### src/rtl/flash_sr_pkg.sv
package flash_sr_pkg;

   typedef enum logic [2:0] {
      OP_BYTE_PGM   = 3'd0,
      OP_AAI_PGM    = 3'd1,
      OP_SECT_ERASE = 3'd2,
      OP_BLK_ERASE  = 3'd3,
      OP_CHIP_ERASE = 3'd4
   } wr_op_e;

   localparam int SR_W       = 8;
   localparam int ZONE_W     = 3;
   localparam int POS_BUSY   = 0;
   localparam int POS_WEL    = 1;
   localparam int POS_ZONE   = 2;
   localparam int POS_AAI    = 6;
   localparam int POS_LOCK   = 7;

   localparam logic [ZONE_W-1:0] ZONE_RESET = '1;

endpackage

### src/rtl/fsr_zone_check.sv
module fsr_zone_check #(
   parameter int ADDR_W  = 21,
   parameter int BLOCK_W = 16
) (
   input  logic [2:0]        zone,
   input  logic              is_chip,
   input  logic [ADDR_W-1:0] addr,
   output logic              hit
);
   localparam int IDX_W   = ADDR_W - BLOCK_W;
   localparam int NUM_BLK = 1 << IDX_W;

   generate
      if (IDX_W < 1) begin : g_bad_geometry
         $error("fsr_zone_check: ADDR_W must exceed BLOCK_W");
      end
   endgenerate

   logic [IDX_W:0]   prot_cnt;
   logic [IDX_W:0]   first_blk;
   logic [IDX_W-1:0] blk_idx;

   // protected block count doubles with each code step, clamped to the whole array
   always_comb begin
      if (zone == 3'd0)
         prot_cnt = '0;
      else if (zone >= 3'd6 || (32'(zone) - 32'd1) >= 32'(IDX_W))
         prot_cnt = (IDX_W+1)'(NUM_BLK);
      else
         prot_cnt = (IDX_W+1)'(1) << (zone - 3'd1);
   end

   assign first_blk = (IDX_W+1)'(NUM_BLK) - prot_cnt;
   assign blk_idx   = addr[ADDR_W-1:BLOCK_W];
   assign hit       = is_chip ? (zone != 3'd0) : ({1'b0, blk_idx} >= first_blk);

endmodule

### src/rtl/fsr_arm_ctrl.sv
module fsr_arm_ctrl (
   input  logic clk,
   input  logic rst_n,
   input  logic arm_set,
   input  logic arm_kill,
   input  logic wrsr_ev,
   input  logic wp_n,
   input  logic lock,
   output logic armed,
   output logic wrsr_take
);
   always_ff @(posedge clk or negedge rst_n) begin
      if (!rst_n)
         armed <= 1'b0;
      else if (arm_set)
         armed <= 1'b1;
      else if (arm_kill || wrsr_ev)
         armed <= 1'b0;
   end

   assign wrsr_take = wrsr_ev && armed && (wp_n || !lock);

endmodule

### src/rtl/flash_wp_status.sv
module flash_wp_status
   import flash_sr_pkg::*;
#(
   parameter int ADDR_W  = 21,
   parameter int BLOCK_W = 16
) (
   input  logic              clk,
   input  logic              rst_n,
   input  logic              ev_wren,
   input  logic              ev_wrdi,
   input  logic              ev_ewsr,
   input  logic              ev_wrsr,
   input  logic [7:0]        wrsr_data,
   input  logic              ev_other,
   input  logic              ev_abort,
   input  logic              ev_done,
   input  logic              ev_aai_exit,
   input  logic              wp_n,
   input  logic              busy_in,
   input  logic              req_valid,
   input  logic [2:0]        req_op,
   input  logic [ADDR_W-1:0] req_addr,
   output logic              grant_valid,
   output logic              grant_ok,
   output logic [7:0]        status_byte,
   output logic              wel,
   output logic              busy
);
   logic              wel_q, aai_q, lock_q;
   logic [ZONE_W-1:0] zone_q;
   logic              armed, wrsr_take, zone_hit, op_known, req_ok, arm_kill;
   wr_op_e            op_e;
   logic              unused_data;

   assign unused_data = ^{wrsr_data[6:5], wrsr_data[1:0]};
   assign op_e        = wr_op_e'(req_op);
   assign op_known    = (req_op <= 3'd4);
   assign arm_kill    = ev_wrdi | ev_other | ev_abort | ev_done | ev_aai_exit | req_valid;

   fsr_arm_ctrl u_arm (
      .clk       (clk),
      .rst_n     (rst_n),
      .arm_set   (ev_wren | ev_ewsr),
      .arm_kill  (arm_kill),
      .wrsr_ev   (ev_wrsr),
      .wp_n      (wp_n),
      .lock      (lock_q),
      .armed     (armed),
      .wrsr_take (wrsr_take)
   );

   fsr_zone_check #(.ADDR_W(ADDR_W), .BLOCK_W(BLOCK_W)) u_zone (
      .zone    (zone_q),
      .is_chip (op_e == OP_CHIP_ERASE),
      .addr    (req_addr),
      .hit     (zone_hit)
   );

   assign req_ok = req_valid && wel_q && op_known && !zone_hit;

   always_ff @(posedge clk or negedge rst_n) begin
      if (!rst_n) begin
         wel_q  <= 1'b0;
         aai_q  <= 1'b0;
         lock_q <= 1'b0;
         zone_q <= ZONE_RESET;
      end else begin
         if (wrsr_take || ev_wrdi || ev_done || ev_aai_exit)
            wel_q <= 1'b0;
         else if (ev_wren)
            wel_q <= 1'b1;

         if (ev_aai_exit)
            aai_q <= 1'b0;
         else if (req_ok && op_e == OP_AAI_PGM)
            aai_q <= 1'b1;

         if (wrsr_take) begin
            zone_q <= wrsr_data[POS_ZONE +: ZONE_W];
            lock_q <= wrsr_data[POS_LOCK];
         end
      end
   end

   always_ff @(posedge clk or negedge rst_n) begin
      if (!rst_n) begin
         grant_valid <= 1'b0;
         grant_ok    <= 1'b0;
      end else begin
         grant_valid <= req_valid;
         grant_ok    <= req_ok;
      end
   end

   always_comb begin
      status_byte                        = '0;
      status_byte[POS_BUSY]              = busy_in;
      status_byte[POS_WEL]               = wel_q;
      status_byte[POS_ZONE +: ZONE_W]    = zone_q;
      status_byte[POS_AAI]               = aai_q;
      status_byte[POS_LOCK]              = lock_q;
   end

   assign wel  = wel_q;
   assign busy = busy_in;

   // lock bit cannot fall while the pin is low
   assert_lock_holds_R6: assert property (@(posedge clk) disable iff (!rst_n)
      (lock_q && !wp_n) |=> lock_q);

   // a locked status write leaves the protection fields alone
   assert_locked_write_ignored_R6: assert property (@(posedge clk) disable iff (!rst_n)
      (ev_wrsr && lock_q && !wp_n) |=> ($stable(zone_q) && $stable(lock_q)));

   // an unarmed status write changes nothing
   assert_unarmed_write_R4: assert property (@(posedge clk) disable iff (!rst_n)
      (ev_wrsr && !armed) |=> ($stable(zone_q) && $stable(lock_q)));

   // an executed status write drops write enable
   assert_write_clears_wel_R5: assert property (@(posedge clk) disable iff (!rst_n)
      (ev_wrsr && armed && wp_n) |=> !wel_q);

   // without write enable every request is denied
   assert_no_wel_deny_R8: assert property (@(posedge clk) disable iff (!rst_n)
      (req_valid && !wel_q) |=> (grant_valid && !grant_ok));

   // chip erase needs an empty zone
   assert_chip_guard_R9: assert property (@(posedge clk) disable iff (!rst_n)
      (req_valid && req_op == 3'd4 && zone_q != 3'd0) |=> !grant_ok);

   // every request yields a strobe on the next cycle
   assert_grant_timing_R10: assert property (@(posedge clk) disable iff (!rst_n)
      req_valid |=> grant_valid);

   // leaving auto-increment clears the flag and write enable
   assert_aai_exit_R11: assert property (@(posedge clk) disable iff (!rst_n)
      ev_aai_exit |=> (!aai_q && !wel_q));

endmodule

### config.mk
export PLATFORM = sky130hd
export DESIGN_NAME = flash_wp_status
export DESIGN_NICKNAME = d
export VERILOG_FILES = /design/src/rtl/flash_sr_pkg.sv /design/src/rtl/fsr_zone_check.sv /design/src/rtl/fsr_arm_ctrl.sv /design/src/rtl/flash_wp_status.sv
export SDC_FILE = /design/constraint.sdc
export NUM_CORES = 1
export LEC_CHECK = 0
export ABC_AREA = 1
export ABC_CLOCK_PERIOD_IN_PS = 3200
export BUFFER_PORTS_ARGS = -buffer_cell sky130_fd_sc_hd__buf_2
export CAP_MARGIN = 5
export CORE_MARGIN = 3
export CORE_UTILIZATION = 39
export DETAILED_ROUTE_END_ITERATION = 12
export HOLD_SLACK_MARGIN = 0.02
export PLACE_DENSITY = 0.85
export SLEW_MARGIN = 20
export SYNTH_ARGS = -nofsm -noshare
export SYNTH_HDL_FRONTEND = slang
export SYNTH_SLANG_ARGS = --single-unit
### constraint.sdc
create_clock -name clk -period 3.2 [get_ports clk]
set_input_delay 0.16 -clock clk [delete_from_list [all_inputs] [get_ports clk]]
set_output_delay 0.16 -clock clk [all_outputs]
set_load 0.01 [all_outputs]
==> results of run 1 <==
==> layer usage <==
layer	track usage, %	wire length, um	up-vias
li1	-	-	359
met1	10.9	573	299
met2	25.4	797	21
met3	6.04	111	0
met4	3.69	0	0
met5	0	0	-
==> state kept, by name, summed over array words and instances, names as in the netlist <==
name / flops
zone_q: 3
u_arm.armed: 1
grant_valid: 1
wel: 1
lock_q: 1
grant_ok: 1
aai_q: 1
==> critical path, delay by kind of cell, from the launching register on <==
| family | cells | cell delay (ps) |
|---|---|---|
| buffers and inverters | 3 | 200 |
| adders and majority gates | 3 | 770 |
| and+or+nand+nor | 10 | 640 |
| xor gates and xnor gates | 1 | 170 |
| AOI/OAI and AO/OA | 1 | 110 |
| DFF | 1 | 580 |
==> placed cells by master (no fill, tap or decap), types with 2 or more instances in the layout <==
cell      synthesis  layout
a21oi_2           2       2
dfrtp_1           6       6
nor2_1           11      11
ha_1              7       7
clkbuf_4          0       3
inv_1            14      14
inv_2             2       2
nand2_2           5       5
nor4_1            2       2
nand3_1           2       2
nand2_1          18      18
xnor2_1           2       2
dfstp_2           3       3
buf_2             0      32
a21oi_1           6       6
==> repair_timing <==
| item | in CTS | in global routing |
|---|---|---|
| hold buffers | 1 | 0 |
| gates resized for setup | 0 | 0 |
| endpoints found under the hold margin | 9 | 0 |
==> cell families after synthesis <==
kind of cell / after synthesis / share of synthesized area, %
and+or+nand+nor: 42 / 26.7
buffers and inverters: 22 / 14.3
AOI/OAI and AO/OA: 13 / 12.1
DFF: 9 / 31.1
adders and majority gates: 7 / 11.9
xor gates and xnor gates: 3 / 3.57
other: 1 / 0.509
==> path summary, 6_finish.rpt <==
path | cells past startpoint | start | end
setup / recovery | 18 | zone_q[0]$_DFFE_PN1P_ | aai_q$_DFFE_PN0P_
min in group asynchronous | 2 | rst_n | grant_ok$_DFF_PN0_
max in group asynchronous | 2 | rst_n | zone_q[0]$_DFFE_PN1P_
hold reg to reg | 2 | aai_q$_DFFE_PN0P_ | aai_q$_DFFE_PN0P_
setup reg to reg | 18 | zone_q[0]$_DFFE_PN1P_ | aai_q$_DFFE_PN0P_
hold / removal | 1 | req_valid | grant_valid$_DFF_PN0_
==> report_power, final <==
| part | internal, mW | leakage [nW] | switching (mW) |
|---|---|---|---|
| registers | 0.132 | 0.106 | 0.0130 |
| logic | 0.0836 | 0.393 | 0.117 |
| clock network | 0.0480 | 0.0150 | 0.0391 |
==> area by class of cell <==
type	instances	area [um2]	share of cell area, %
Clock buffer	4	26.3	2.86
Sequential cell	9	229	24.9
Inverter	16	60.1	6.53
Tap cell	25	31.3	3.40
Timing Repair Buffer	33	170	18.5
Multi-Input combinational cell	66	403	43.8
==> metrics by stage <==
step / worst slack [ps] / hold slack (ps) / utilization, % / power [mW]
global placement: 717 / 16.0 / 50.1 / 0.335
detailed placement: 671 / 15.4 / 50.1 / 0.349
floorplan: 799 / -136 / - / 0.297
CTS: 657 / 32.8 / 52.1 / 0.436
finish: 680 / 31.2 / 52.1 / 0.433
global route: 416 / 31.8 / 52.1 / 0.472
==> run metrics, run 1 <==
status=completed; clk_lat worst skew=260 ps; Final min period=2520 ps; Critical Path Fanout Max=5; mean number of vias per cell=4.44; Tcrit/Tclk final=78.8%; Critical Path RT=3400 ps; chip width=49.5 um; GRT Util Overall=12.7%; most common cell in the netlist=nand2_1; Initial Util=41.8%; Core Footprint=0.00176 mm2; synth warn=0; initial antenna violation count=0; fin cells=153; Setup CP Type=reg -> reg; worst vdd ir=0.000264 V; fin. max-slew vios=0; drt pass-1 iters=4; CP arrival=2720 ps; async set-reset flop share out of synthesis=100%; Setup violations, final=0; Nets=181; DR iter-0 viols=8; placed cells=148; final instance area=920 um2; leading register cell type out of synthesis=dfrtp_1; syn_nets=149; CTS tree=yes; cells along the critical path=nor2_2 > ha_1 > inv_1 > nand3_1 > inv_1 > nand2_1 > ha_1 > xnor2_1 > ha_1 > nand2_1 > inv_1 > nand2_1 > nand2_1 > nand2_1 > nand2_1 > nand2_1 > nand3_2 > a21oi_2; Pwr Density=471 mW/mm2; setup_tns=0 ps; Yosys top cell by area=dfrtp_1; DRT Wirelength=1480 um; Startpoint Class=flop; Synth Instances=97; CP most frequent cell=nand2_1; DIE AREA=0.00245 mm2; first-pass GRT wire length=2470 um; slowest cell delay on critical path=580 ps; post-synthesis cell type count=25; Reg clk slew, reported paths=60 ps; synth top area cells=dfrtp_1 20%, ha_1 12%, dfstp_2 11%, nand2_1 9.2%, inv_1 7.1%; Ant. Diodes=0; WL/cell=9.69 um; FILL cells=184; layout cells sized above 1=40.6%; Post-synth EDFFs=0; Yosys top cell area share=20.4%; area added between synthesis and finish=24.8%; Chip Height=49.5 um; H-tree Lvls=1; Clock Skews=6.39 ps; r2r setup slk=680 ps; Mean Syn Cell Area=7.60 um2; routability cong.=0.727; CTS sink count=9; DRC Markers=0; leakage=0.514 nW; PortBufs=32; Worst Setup End Kind=flop; total gr overflow=0; Mapped Area=737 um2; top post-synthesis cells by count=18 x nand2_1, 14 x inv_1, 11 x nor2_1, 7 x ha_1; clk root buf=clkbuf_4; largest net degree at the start of global routing=10; dpl hpwl=1300 um; cell at the slowest stage of the critical path=dfstp_2; Max Cap Viol=0; vias=679; Fin. Hold Viols=0; Peak Freq=0.397 GHz; Post-Place Cell Area=883 um2; Placement Rows=15; number of global-route vias before repair=692; RSZ-0062 raised after global routing=false; Min-Delay Path Class=in -> reg; cts bufs inserted=3; register area share after synthesis=31.1%; setup bufs post-CTS=0; Seq cells post-synth=9; I/O pin count=57; Detail Route Antenna Nets=0; worst-case clock buffer depth=2
Note: power is estimated with default switching activity, not from simulation.
==> run 2, diff against run 1 <==
- ABC_AREA: 1 -> 0
- ABC_CLOCK_PERIOD_IN_PS: 3200 -> 2310
- CORE_UTILIZATION: 39 -> 34
- PLACE_DENSITY: 0.85 -> 0.8
- clock period: 3.2 -> 2.31 ns (I/O delays scaled with it)
==> run 2 against run 1 <==
The flow now finishes with violations (negative setup slack). Global-route usage increased by 1.1 points. Register-to-register slack got worse by 890 ps. Power increased by 69%. Worst hold slack better by 35 ps. Worst setup slack got worse by 890 ps. Final cell count is 8.5% lower. First-iteration DRC count is 75% lower. Via count rose by 0.88%. Routed wire length grew 16%. Critical path type unchanged.
==> run metrics, run 2 <==
setup bufs post-CTS=0 (unchanged); Peak Freq=0.397 GHz (about the same); Reg clk slew, reported paths=50 ps (about the same); Pwr Density=708 mW/mm2 (+50%); Internal Power=468 uW (+78%); async set-reset flop share out of synthesis=100% (unchanged); largest register by flop count=zone_q; Mapped Area=713 um2 (-3.2%); Reg area=229 um2 (unchanged); Synth Instances=79 (-19%); r2r worst-path depth=10 (-8); hold path cells=2 (+1); sequential share of power=26.7% (-6.8 points); Tcrit/Tclk final=109% (+30 points); clk root buf=clkbuf_4; number of global-route vias before repair=707 (+2.2%); vias=685 (+0.88%); CTS sink count=9 (unchanged); worst-case clock buffer depth=2 (unchanged); initial antenna violation count=0 (unchanged); Switching Power=264 uW (+56%); Initial Util=38.4% (-3.4 points); worst vdd ir=0.000508 V (+92%); register area share after synthesis=32.1% (+1.0 points); top post-synthesis cells by count=8 x nor2_1, 7 x ha_1, 6 x buf_4, 6 x dfrtp_1, 6 x inv_1; area added between synthesis and finish=44.9%; most common cell after layout, fill and taps aside=buf_2; Yosys top cell by area=dfrtp_1; DR iter-0 viols=2 (-6); FF-to-FF Start=zone_q[1]$_DFFE_PN1P_; CP arrival=2680 ps (-40 ps); I/O pin count=57 (unchanged); Chip Height=51.8 um (+4.7%); cts bufs inserted=3 (unchanged); Mean Syn Cell Area=9.03 um2 (+19%); setup_tns=-324 ps (-324 ps); most common cell in the netlist=nor2_1; failing checks=negative setup slack; synth warn=0 (unchanged); Worst Setup End Kind=flop; dpl hpwl=1390 um (+7.3%); largest net degree at the start of global routing=13 (+3); Placement Rows=15 (unchanged); Critical Path Fanout Max=4 (-1); Core Footprint=0.00186 mm2 (+5.3%); fin. max-slew vios=0 (unchanged); first-pass GRT wire length=2860 um (+16%); Hold Path Origin=ev_abort; Clock Skews=1.89 ps (-4.49 ps); Nets=168 (-7.2%); leakage=0.476 nW (-7.4%); placed cells=134 (-9.5%); H-tree Lvls=1 (unchanged); synth top area cells=dfrtp_1 21%, ha_1 12%, dfstp_2 11%, buf_4 6.3%, mux2_1 4.7%; leading register cell type out of synthesis=dfrtp_1; Clk network pwr share=15.4% (-4.7 points); Max Cap Viol=0 (unchanged); DRT Wirelength=1730 um (+16%); area occupied by multi-input gates=492 um2 (+22%); RSZ-0062 raised after global routing=true; CTS tree=yes; PortBufs=32 (unchanged); Combinational Power Share=57.8% (+11 points); drt pass-1 iters=2 (-2); switch share=36.0% (-3.1 points); fin cells=140 (-8.5%); Ant. Diodes=0 (unchanged); DIE AREA=0.00268 mm2 (+9.6%); mean number of vias per cell=4.89 (+10%); clk_lat worst skew=250 ps (about the same); most frequent cells in the layout=32 x buf_2, 7 x nor2_1, 7 x buf_4, 6 x dfrtp_1, 5 x inv_1; syn_nets=131 (-12%); WL/cell=12.3 um (+27%); Critical Path RT=2470 ps (-930 ps); Detail Route Antenna Nets=0 (unchanged); Startpoint Class=flop; total gr overflow=0 (unchanged); fin util=55.6% (+3.5 points); DRC Markers=0 (unchanged); number of flip-flops in the largest register=3 (unchanged); Final WS setup=-209 ps (-889 ps); GRT Util Overall=13.8% (+1.1 points); Min-Delay Path Class=in -> reg; Setup violations, final=2 (+2); Post-synth EDFFs=0 (unchanged); layout cells sized above 1=53.9% (+13 points); chip width=51.8 um (+4.7%); Fin. Hold Viols=0 (unchanged); Final min period=2520 ps (-1.36 ps); post-synthesis cell type count=32 (+28%); Setup CP Type=reg -> reg; worst setup path start=zone_q[1]$_DFFE_PN1P_; Yosys top cell area share=21.1% (+0.68 points); routability cong.=0.779 (+7.1%); status=finished with violations; Seq cells post-synth=9 (unchanged); FILL cells=159 (-14%)
==> run 2: changes by cell type after synthesis, moves of 3 or more <==
cell | previous run | this run
nand2_1 | 18 | 5
mux2_1 | 0 | 3
a21oi_1 | 6 | 3
nand2_2 | 5 | 0
inv_1 | 14 | 6
nor2_1 | 11 | 8
==> run 2: repair_timing <==
item | in CTS | in global routing
endpoints found under the hold margin | 10 | 0
hold buffers | 2 | 0
resized for setup | 5 | 3
pin swaps | 0 | 1
endpoints found under the setup margin | 2 | 2
==> run 2: through the flow <==
stage / worst slack (ps) / power, mW / hold WS (ps) / area (um2)
2_1_floorplan: -472 / 0.467 / -180 / 769
6_report: -209 / 0.732 / 66.1 / 1030
5_1_grt: -267 / 0.795 / 52.4 / 1030
3_5_place_dp: -347 / 0.564 / -27.9 / 940
4_1_cts: -204 / 0.723 / 55.7 / 1020
3_3_place_gp: -251 / 0.555 / -30.0 / 940
==> run 2: worst paths after layout <==
path                                            to  slack (ps)
min reg2reg                     lock_q$_DFFE_PN0P_         530
min                        u_arm.armed$_DFFE_PN0P_          70
min in group asynchronous  u_arm.armed$_DFFE_PN0P_         230
max reg2reg                      aai_q$_DFFE_PN0P_        -210
max                              aai_q$_DFFE_PN0P_        -210
max in group asynchronous    zone_q[2]$_DFFE_PN1P_        1840
==> run 2: cell families (layout without fill, tap and decap cells) <==
logic type / Yosys count / count (layout) / synth area share [%]
muxes: 3 / 3 / 4.74
adders and majority gates: 7 / 7 / 12.3
DFF: 9 / 9 / 32.1
buffers and inverters: 15 / 51 / 11.2
and+or+nand+nor: 26 / 26 / 19.6
AOI/OAI and AO/OA: 17 / 17 / 18.2
xor gates and xnor gates: 1 / 1 / 1.23
other: 1 / 1 / 0.526
==> run 2: critical path, cell delays in order, from the launching register on <==
cell	delay, ps
dfstp_2	550
nor2_4	50
ha_4	240
or3b_4	390
ha_4	270
inv_2	40
ha_4	140
or3b_4	370
o2111ai_2	80
a21oi_2	90
o32ai_2	190
==> run 2: power groups by stage <==
stage                     Combinational, mW  Sequential, mW  Clock (mW)
final                                 0.423           0.196       0.113
after floorplan                       0.260           0.207           0
after CTS                             0.409           0.196       0.118
after global placement                0.360           0.195           0
after detailed placement              0.367           0.197           0
after global routing                  0.466           0.198       0.131
==> run 2: cell type report <==
| class | instances | area share, % |
|---|---|---|
| Multi-Input combinational cell | 55 | 47.6 |
| Inverter | 6 | 2.18 |
| Sequential cell | 9 | 22.2 |
| Clock buffer | 4 | 2.54 |
| Tap cell | 25 | 3.03 |
| Timing Repair Buffer | 41 | 22.5 |
==> run 2: metal layers <==
metal / share of wire (%) / track usage, % / vias up
li1: - / - / 349
met1: 41 / 16.4 / 318
met2: 55 / 24.8 / 14
met3: 3.3 / 2.58 / 4
met4: 0.99 / 4.37 / 0
met5: 0 / 0 / -
==> run 3, diff against run 2 <==
- CORE_ASPECT_RATIO: not set -> 0.8
==> run 3 against run 2 <==
Combinational power rose by 10%. Worst setup slack lost 47 ps. Final cell count is 1.4% higher. First-iteration DRC count grew to 5.5 times the previous value. Clock power grew 13%. The run still ends with negative setup slack left. Sequential power about the same. Critical path type unchanged. Flip-flop and latch count unchanged. Critical path depth unchanged. Final area grew 3.5%. Register-to-register slack got worse by 50 ps.
==> run metrics, run 3 (same netlist as run 2, synthesis figures left out) <==
Detail Route Antenna Nets=0 (unchanged); Critical Path Fanout Max=4 (unchanged); routability cong.=0.816 (+4.7%); drt pass-1 iters=4 (+2); vias=709 (+3.5%); Initial Util=37.0% (-1.4 points); Pwr Density=739 mW/mm2 (+4.4%); layout cells sized above 1=55.1% (+1.2 points); DRT Wirelength=2050 um (+19%); H-tree Lvls=1 (unchanged); RSZ-0062 raised after global routing=true; Max Cap Viol=0 (unchanged); CTS sink count=9 (unchanged); FF-to-FF Start=zone_q[1]$_DFFE_PN1P_; Reg clk slew, reported paths=60 ps (about the same); initial antenna violation count=0 (unchanged); Critical Path RT=2490 ps (+20 ps); most common cell after layout, fill and taps aside=buf_2; mean number of vias per cell=4.99 (+2.0%); hold path cells=2 (unchanged); Peak Freq=0.390 GHz (-1.8%); setup_tns=-415 ps (-90.8 ps); Core Footprint=0.00193 mm2 (+3.7%); PortBufs=32 (unchanged); leakage=0.495 nW (+4.0%); Final min period=2570 ps (+46.7 ps); clk_lat worst skew=280 ps (+30 ps); first-pass GRT wire length=3220 um (+13%); Tcrit/Tclk final=111% (+2.0 points); Placement Rows=14 (-1); Post-Place Worst Slack=-329 ps (+17.8 ps); largest net degree at the start of global routing=13 (unchanged); failing checks=negative setup slack; Worst R2R End=aai_q$_DFFE_PN0P_; dpl hpwl=1500 um (+8.1%); Clock Skews=0.555 ps (-1.34 ps); r2r worst-path depth=10 (unchanged); CTS tree=yes; Chip Height=47.0 um (-9.3%); Hold Path End=u_arm.armed$_DFFE_PN0P_; Final WS setup=-256 ps (-46.7 ps); Setup violations, final=2 (unchanged); WL/cell=14.4 um (+17%); I/O pin count=57 (unchanged); WHS=33.1 ps (-33.0 ps); number of global-route vias before repair=725 (+2.5%); GRT Util Overall=16.4% (+2.6 points); Ant. Diodes=0 (unchanged); total gr overflow=0 (unchanged); DRC Markers=0 (unchanged); worst-case clock buffer depth=2 (unchanged); Min-Delay Path Class=in -> reg; r2r setup slk=-260 ps (-50 ps); DR iter-0 viols=11 (+9); area added between synthesis and finish=50.0%; worst vdd ir=0.000323 V (-36%); status=finished with violations; Fin. Hold Viols=0 (unchanged); Startpoint Class=flop; CP arrival=2750 ps (+70 ps); Setup CP Type=reg -> reg; Worst Setup End Kind=flop; fin. max-slew vios=0 (unchanged); Hold Path Origin=ev_abort; number of flip-flops in the largest register=3 (unchanged); largest register by flop count=zone_q; most frequent cells in the layout=32 x buf_2, 9 x buf_4, 7 x nor2_1, 6 x dfrtp_1, 5 x inv_1; chip width=57.2 um (+10%); Nets=171 (+1.8%); cts bufs inserted=3 (unchanged); DIE AREA=0.00269 mm2 (+0.13%); clk root buf=clkbuf_4
-- run 3: changes by cell type in the layout (fill, tap and decap cells not counted) --
cell	before	now
buf_4	7	9
a2bb2oi_1	1	2
a2bb2oi_2	1	0
buf_6	0	1
ha_1	4	3
ha_4	3	4
or3b_1	0	1
or3b_4	2	1
xnor2_1	1	0
xnor2_2	0	1
-- run 3: worst max path at each step --
| stage | slack, ps | from | endpoint |
|---|---|---|---|
| after floorplan | -470 | zone_q[1]$_DFFE_PN1P_ | aai_q$_DFFE_PN0P_ |
| after global placement | -250 | zone_q[1]$_DFFE_PN1P_ | aai_q$_DFFE_PN0P_ |
| after detailed placement | -330 | zone_q[1]$_DFFE_PN1P_ | aai_q$_DFFE_PN0P_ |
| after CTS | -220 | zone_q[0]$_DFFE_PN1P_ | aai_q$_DFFE_PN0P_ |
| after global routing | -360 | zone_q[0]$_DFFE_PN1P_ | aai_q$_DFFE_PN0P_ |
| final | -260 | zone_q[1]$_DFFE_PN1P_ | aai_q$_DFFE_PN0P_ |
-- run 3: where the power goes --
part | switching (mW) | internal, mW | total, mW
clock network | 0.0607 | 0.0669 | 0.128
logic | 0.221 | 0.246 | 0.467
registers | 0.0153 | 0.181 | 0.197
-- run 3: per-layer routing --
metal  track usage [%]  routed length (um)
met1              17.2                 761
met4              8.33                  68
met3              3.57                  70
met5                 0                   0
met2              31.9                1150
-- run 3: metrics by stage --
| stage | instance area [um2] | instances | total power, mW | util [%] |
|---|---|---|---|---|
| 2_1_floorplan | 769 | 79 | 0.467 | - |
| 3_3_place_gp | 938 | 133 | 0.554 | 48.7 |
| 3_5_place_dp | 938 | 133 | 0.569 | 48.7 |
| 4_1_cts | 1030 | 142 | 0.743 | 53.7 |
| 5_1_grt | 1070 | 142 | 0.850 | 55.5 |
| 6_report | 1070 | 142 | 0.791 | 55.5 |
-- run 3: timing repair --
action	CTS	global route
pin swaps	2	2
endpoints found under the setup margin	2	2
gates resized for setup	3	7
endpoints found under the hold margin	10	0
setup buffers	3	0
hold buffers	2	0
-- run 3: cell type report --
cell class | count | area [um2]
clock buffers | 4 | 26.3
fillers | 162 | 857
inverters | 6 | 22.5
multi-input cells | 55 | 503
flip-flops and latches | 9 | 229
well taps | 24 | 30.0
repair buffers | 44 | 259
-- run 3: critical path, cell delays in order, from the launching register on --
cell and delay [ps]:
dfstp_2 550, nor2_4 50, ha_4 240, or3b_4 400, ha_4 280, inv_2 40, ha_4 140, or3b_1 370
o2111ai_2 90, a21oi_2 100, o32ai_2 200
